**src/rtl/intr_presenter.sv**
```systemverilog
module intr_presenter #(
  parameter int SRC_W   = 24,
  parameter int PRIO_W  = 8,
  parameter int IPI_SRC = 2
) (
  input  logic                      clk,
  input  logic                      rst_n,
  input  logic                      src_valid,
  input  logic [SRC_W-1:0]          src_num,
  input  logic [PRIO_W-1:0]         src_prio,
  output logic                      src_ready,
  input  logic                      reg_rd,
  input  logic                      reg_wr,
  input  logic                      reg_addr,
  input  logic [SRC_W+PRIO_W-1:0]   reg_wdata,
  output logic [SRC_W+PRIO_W-1:0]   reg_rdata,
  output logic                      irq_out
);
  localparam int DATA_W = SRC_W + PRIO_W;
  localparam logic [SRC_W-1:0] IPI_NUM = SRC_W'(IPI_SRC);

  logic [PRIO_W-1:0] cppr, mfrr, pend_prio;
  logic [SRC_W-1:0]  xisr;

  wire idle     = (xisr == '0);
  wire rd_x     = reg_rd & ~reg_addr;
  wire rd_m     = reg_rd &  reg_addr;
  wire wr_x     = reg_wr & ~reg_addr & ~rd_x;
  wire wr_m     = reg_wr &  reg_addr;
  wire src_ok   = src_valid & idle & (src_prio < cppr);
  wire ipi_ok   = idle & (mfrr < cppr);
  wire ipi_take = ipi_ok & (~src_ok | (mfrr <= src_prio));
  wire src_take = src_ok & ~ipi_take;

  assign src_ready = idle;
  assign irq_out   = ~idle;

  always_ff @(posedge clk) begin
    if (!rst_n) begin
      cppr      <= '0;
      mfrr      <= '1;
      pend_prio <= '1;
      xisr      <= '0;
      reg_rdata <= '0;
    end else begin
      if (wr_m) mfrr <= reg_wdata[PRIO_W-1:0];
      if (wr_x) cppr <= reg_wdata[DATA_W-1:SRC_W];
      if (rd_x) begin
        reg_rdata <= {cppr, xisr};
        if (!idle) begin
          cppr <= pend_prio;
          xisr <= '0;
        end
      end else if (rd_m) begin
        reg_rdata <= {{SRC_W{1'b0}}, mfrr};
      end
      if (ipi_take) begin
        xisr      <= IPI_NUM;
        pend_prio <= mfrr;
      end else if (src_take) begin
        xisr      <= src_num;
        pend_prio <= src_prio;
      end
    end
  end


  src_accept_chk: assert property (@(posedge clk) disable iff (!rst_n)
    src_take |=> irq_out && xisr == $past(src_num));

  src_reject_chk: assert property (@(posedge clk) disable iff (!rst_n)
    (src_valid && src_ready && src_prio >= cppr && !ipi_take) |=> !irq_out);

  pend_hold_chk: assert property (@(posedge clk) disable iff (!rst_n)
    (!idle && !rd_x) |=> $stable(xisr) && $stable(pend_prio) && !src_ready);

  ack_chk: assert property (@(posedge clk) disable iff (!rst_n)
    (rd_x && !idle) |=> !irq_out && cppr == $past(pend_prio)
                         && reg_rdata == $past({cppr, xisr}));

  eoi_chk: assert property (@(posedge clk) disable iff (!rst_n)
    wr_x |=> cppr == $past(reg_wdata[DATA_W-1:SRC_W]));

  mfrr_wr_chk: assert property (@(posedge clk) disable iff (!rst_n)
    wr_m |=> mfrr == $past(reg_wdata[PRIO_W-1:0]));

  ipi_chk: assert property (@(posedge clk) disable iff (!rst_n)
    ipi_take |=> irq_out && xisr == IPI_NUM);
endmodule

```
**config.mk**
```make
export PLATFORM = sky130hd
export DESIGN_NAME = intr_presenter
export DESIGN_NICKNAME = d
export VERILOG_FILES = /design/src/rtl/intr_presenter.sv
export SDC_FILE = /design/constraint.sdc
export NUM_CORES = 1
export LEC_CHECK = 0
export ABC_AREA = 1
export ABC_CLOCK_PERIOD_IN_PS = 3100
export BUFFER_PORTS_ARGS = -buffer_cell sky130_fd_sc_hd__buf_2
export CAP_MARGIN = 0
export CORE_UTILIZATION = 57
export DETAILED_ROUTE_END_ITERATION = 10
export HOLD_SLACK_MARGIN = 0.15
export PLACE_DENSITY_LB_ADDON = 0.2
export SETUP_SLACK_MARGIN = 0.2
export SLEW_MARGIN = 20
export SYNTH_ARGS = -nofsm -noshare
export SYNTH_HDL_FRONTEND = slang
export SYNTH_SLANG_ARGS = --single-unit
```
**constraint.sdc**
```tcl
create_clock -name clk -period 3.1 [get_ports clk]
set_input_delay 0.155 -clock clk [delete_from_list [all_inputs] [get_ports clk]]
set_output_delay 0.155 -clock clk [all_outputs]
set_load 0.01 [all_outputs]
```
; Yosys cells after proc, flatten, opt, wreduce, memory -nomap -nowiden
; Cells that the tools add are included.
[op_classes]
order_cmp = 3
eq_ne = 2
n_bitwise = 17
n_reduce_logical = 8
muxes = 11
[ops]
columns = operator, n
row1 = $mux 24, 3
row2 = $mux 32, 2
row3 = $mux 8, 5
row4 = $logic_not 24->1, 1
row5 = $lt 8x8->1, 2
row6 = $and 1x1->1, 10
row7 = $le 8x8->1, 1
row8 = $not 1->1, 6
row9 = $reduce_bool 2->1, 3
row10 = $reduce_and 2->1, 2
row11 = $ne 3x1->1 const B, 1
row12 = $reduce_bool 3->1, 1
row13 = $mux 2, 1
row14 = $ne 2x1->1 const B, 1
row15 = $reduce_or 2->1, 1
row16 = $or 1x1->1, 1
[word_totals]
wordCells = 47
ff_bits = 80

; Depth between registers and ports, before layout
[logic_depth]
depth_word = 10
ltp_mapped = 14
ltp_nobuf = 14

; Worst setup path after synthesis
; Ideal clock, no wire load.
[synth_timing]
path_type = register to register
start = register cppr[7]
end = register xisr[16]
path_stages_with_launch = 13
required_ns = 3.034
slack_ns = 1.293
setup_time_ns = 0.066
arrival_ns = 1.741
path_cell_list = dfxtp_1 -> inv_1 -> ha_1 -> nand2_1 -> inv_1 -> a21oi_1 -> inv_1 -> nor2_4 -> nand2_4 -> o21ai_4 -> buf_6 -> nand3_1 -> a21oi_2
[synth_via]
elab_chain_len = 9
elab_cells_between_ends = 14
classes_between = order compare: 2 / eq/ne: 1 / mux: 1 / bitwise: 7 / reduce/logical: 3
[synth_lines]
columns = item, line
row1 = from (decl), 22  ; logic [PRIO_W-1:0] cppr, mfrr, pend_prio;
row2 = from (signal assigned), 47  ; if (wr_x) cppr <= reg_wdata[DATA_W-1:SRC_W];
row3 = from (signal assigned), 51  ; cppr <= pend_prio;
row4 = $lt 8x8->1, 30  ; wire src_ok = src_valid & idle & (src_prio < cppr);
row5 = $and 1x1->1, 30
row6 = $not 1->1, 32  ; wire ipi_take = ipi_ok & (~src_ok | (mfrr <= src_prio));
row7 = $or 1x1->1, 32
row8 = $and 1x1->1, 32
row9 = $not 1->1, 33  ; wire src_take = src_ok & ~ipi_take;
row10 = $and 1x1->1, 33
row11 = $ne 2x1->1 (no line) / $reduce_bool 2->1 (equally long branches), --
row12 = $reduce_and 2->1 (no line), --
row13 = to (signal assigned), 61  ; xisr <= src_num;
row14 = to (decl), 23  ; logic [SRC_W-1:0] xisr;
; Several ways; a longest one is shown, not always the timed one.
; A chain may end at the register's enable or synchronous reset.

; Final worst setup path
[layout_timing]
start = input port src_prio[7]
end = register xisr[16]
[layout_via]
elab_chain_len = 9
elab_cells_between_ends = 13
classes_between = order compare: 2 / eq/ne: 1 / mux: 1 / bitwise: 6 / reduce/logical: 3
[layout_lines]
columns = item, line
row1 = from (decl), 10  ; input logic [PRIO_W-1:0] src_prio,
row2 = $lt 8x8->1, 30
row3 = $and 1x1->1, 30
row4 = $not 1->1, 32
row5 = $or 1x1->1, 32
row6 = $and 1x1->1, 32
row7 = $not 1->1, 33
row8 = $and 1x1->1, 33
row9 = $ne 2x1->1 (no line) / $reduce_bool 2->1 (equally long branches), --
row10 = $reduce_and 2->1 (no line), --
; Several ways; a longest one is shown, not always the timed one.

==> impl_results.md <==
- Critical Path Fanout Max: 23
- Clk sinks: 80
- Syn nets: 633
- ANT nets after route: 0
- Post-cts resize count: 0
- DP Wirelength: 7040 um
- CTS buffer count: 9
- Post-synth top area share: 0.397
- DR pass1 iterations: 5
- Die area: 0.00742 sq mm
- Fmax: about 380 MHz
- Area grow syn2layout: 27.6%
- Endpoint class of the critical path: register
- DRC: 0
- Vias per cell: about 5.4
- Worst Skew: 0.0102 ns
- Top post-synthesis cells by area: dfxtp_1 (40%), nand2_1 (15%), nand3_1 (7.2%), ha_1 (6.8%), inv_1 (4.8%)
- Post-synthesis cell count: between 500 and 600
- Drt wl/cell: 14.4 um
- Final min period: 2.63 ns
- Sequential-to-total area share from yosys stat: 0.397
- Setup ws final: 0.469 ns
- Number of synthesized flops with an enable pin: 0
- Worst r2r src: cppr[7]
- Finished Layout Cells: 765
- Hold_sp: src_num[1]
- Pre-CTS setup slack: 0.664 ns
- Root Buffer: clkbuf_8
- Reg2Reg Depth: 12
- Ys flop type: dfxtp_1
- Worst-path clk slew: 0.09 ns
- Io pins: 104
- Final TNS setup: 0 ns
- Die Ht: 86.2 um
- Postcts setup bufs: 0
- Hold Slack: ~0.23 ns
- Synth Register Bits: 80
- Standard-cell rows: 30
- Initial Util: 0.591
- CTS tree: done
- Critical Path RT: 3.38 ns
- Count leader, synth: nand2_1
- Power density cells: 970 mW/mm^2
- First-pass GRT wire length: about 18000 um
- Share of layout cells above drive strength 1: 0.214
- Setup CP Type: in2reg
- Outcome: completed
- Slew Limit Headroom: 0.284
- RD Place Congestion: 0.875
- Static Leakage: roughly 2.3 nW
- Yosys warning total: 0
- Largest net degree at the start of global routing: 34
- Core area: 0.00683 sq mm
- Fill count: 553
- RSZ-0062 raised after global routing: false
- Hold Path End: xisr[1]
- First DRT Iteration DRCs: 280
- Reg-to-reg endpoint: xisr[16]
- Fin. Hold Viols: 0
- Final period util: 0.849
- CTS max path bufs: 2
- Worst vdd ir: 544 uV
- Critical path arrival: around 2.9 ns
- Hold path depth: 5
- Worst min path class: in2reg
- Ys async rst share: 0
- Worst setup SP type: primary input
- Vias in the first global route: about 3900
- Max Cap Viol: 0
- Overall routing resource usage: 0.307
- Synthesized area: just over 0.004 sq mm
- H-tree lvl count: 3
- Unique masters post-synth: 28
- I/O Buffers: 87
- Post-Synthesis Mean Instance Area: 7.46 sq um
- Via Count: 4146
- Grt total ovfl: 0
- Reg2reg setup slack: approximately 0.54 ns
- Clock latency on the worst-skew pair: 0.35 ns
- Die width: 86.2 um
- Initial antenna violation count: 0
- Fin. max-slew vios: 0
- Diodes inserted: 0
- Area leader, netlist: dfxtp_1
- Post-layout util: 0.754
- Final net count: 756
- Final wirelength: 11000 um
- Worst Max-Slew Pin Slew: 1.07 ns
- Post-synth top cells: nand2_1 (163), dfxtp_1 (80), nand3_1 (58)
- # setup viols final: 0
- Total placed cells including tap cells: 702
-- worst max-delay path, stage by stage --
cell and delay [ns]:
dlygate4sd3_1 0.53, buf_2 0.14, inv_1 0.05, ha_1 0.29, nand2_1 0.08, nor2_1 0.15
nand2_1 0.09, nand2_1 0.05, o21ai_0 0.13, a21oi_2 0.81, nand2_1 0.23, a21oi_2 0.21
-- routing by layer --
layer	global-route usage	routed length (um)	up-vias
li1	-	-	2021
met4	0.118	274	0
met3	0.0510	633	28
met5	0	0	-
met1	0.371	4500	1928
met2	0.544	5600	169
-- power breakdown --
part	leakage [nW]	internal [W]	total (W)	switching, W
sequential	0.652	0.00126	0.00143	0.000175
clock	0.102	0.000382	0.000793	0.000411
combinational	1.56	0.000943	0.00277	0.00183
-- state kept, by name, summed over array words and instances (netlist names) --
name and flops:
pend_prio 8, reg_rdata 32, cppr 8, xisr 24, mfrr 8
-- cell usage in the layout (no fill, tap or decap), drive strengths merged --
cell	n
nand2	166
buf	90
dfxtp	80
nand3	61
a21oi	58
inv	55
dlygate4sd3	47
nor2	36
ha	22
o211ai	15
clkbuf	9
a311oi	8
nand3b	8
clkinv	5
o21ai	3
nand4	2
a21o	1
nor3b	1
clkinvlp	1
bufinv	1
-- what timing repair did --
item,4_1_cts,5_1_grt
endpoints found under the hold margin,47,0
setup endpoints to repair,0,0
hold buffers,47,0
-- final cells by class --
type	instances	area (sq um)	share of cell area
multi-input combinational	381	2090	0.406
clock buffer	9	124	0.0240
timing repair buffer	137	928	0.180
tap	96	120	0.0233
sequential	80	1600	0.311
clock inverter	7	80.1	0.0155
inverter	55	206	0.0401
-- cell families (layout without fill, tap and decap cells) --
family,count (synthesis),after routing,synth area share
buffers and inverters,80,208,0.0855
adder cells (fa/ha/maj),22,22,0.0682
flip-flops,80,80,0.397
AO/OA/AOI/OAI,85,85,0.146
AND/OR/NAND/NOR,274,274,0.304
-- per-stage QoR --
step	instance area, sq um	power, W
6_report	5150	0.00500
5_1_grt	5150	0.00534
4_1_cts	5150	0.00496
3_5_place_dp	4480	0.00412
3_3_place_gp	4480	0.00404
2_1_floorplan	4040	0.00359
-- how the worst max path moves through the flow --
stage               cells past startpoint       end         from
CTS                                    12  xisr[18]  src_prio[7]
global placement                       12  xisr[21]      cppr[7]
finish                                 12  xisr[16]  src_prio[7]
detailed placement                     12  xisr[18]      cppr[7]
floorplan                              12  xisr[16]      cppr[7]
global route                           12  xisr[23]  src_prio[7]
Note: power is estimated with default switching activity, not from simulation.
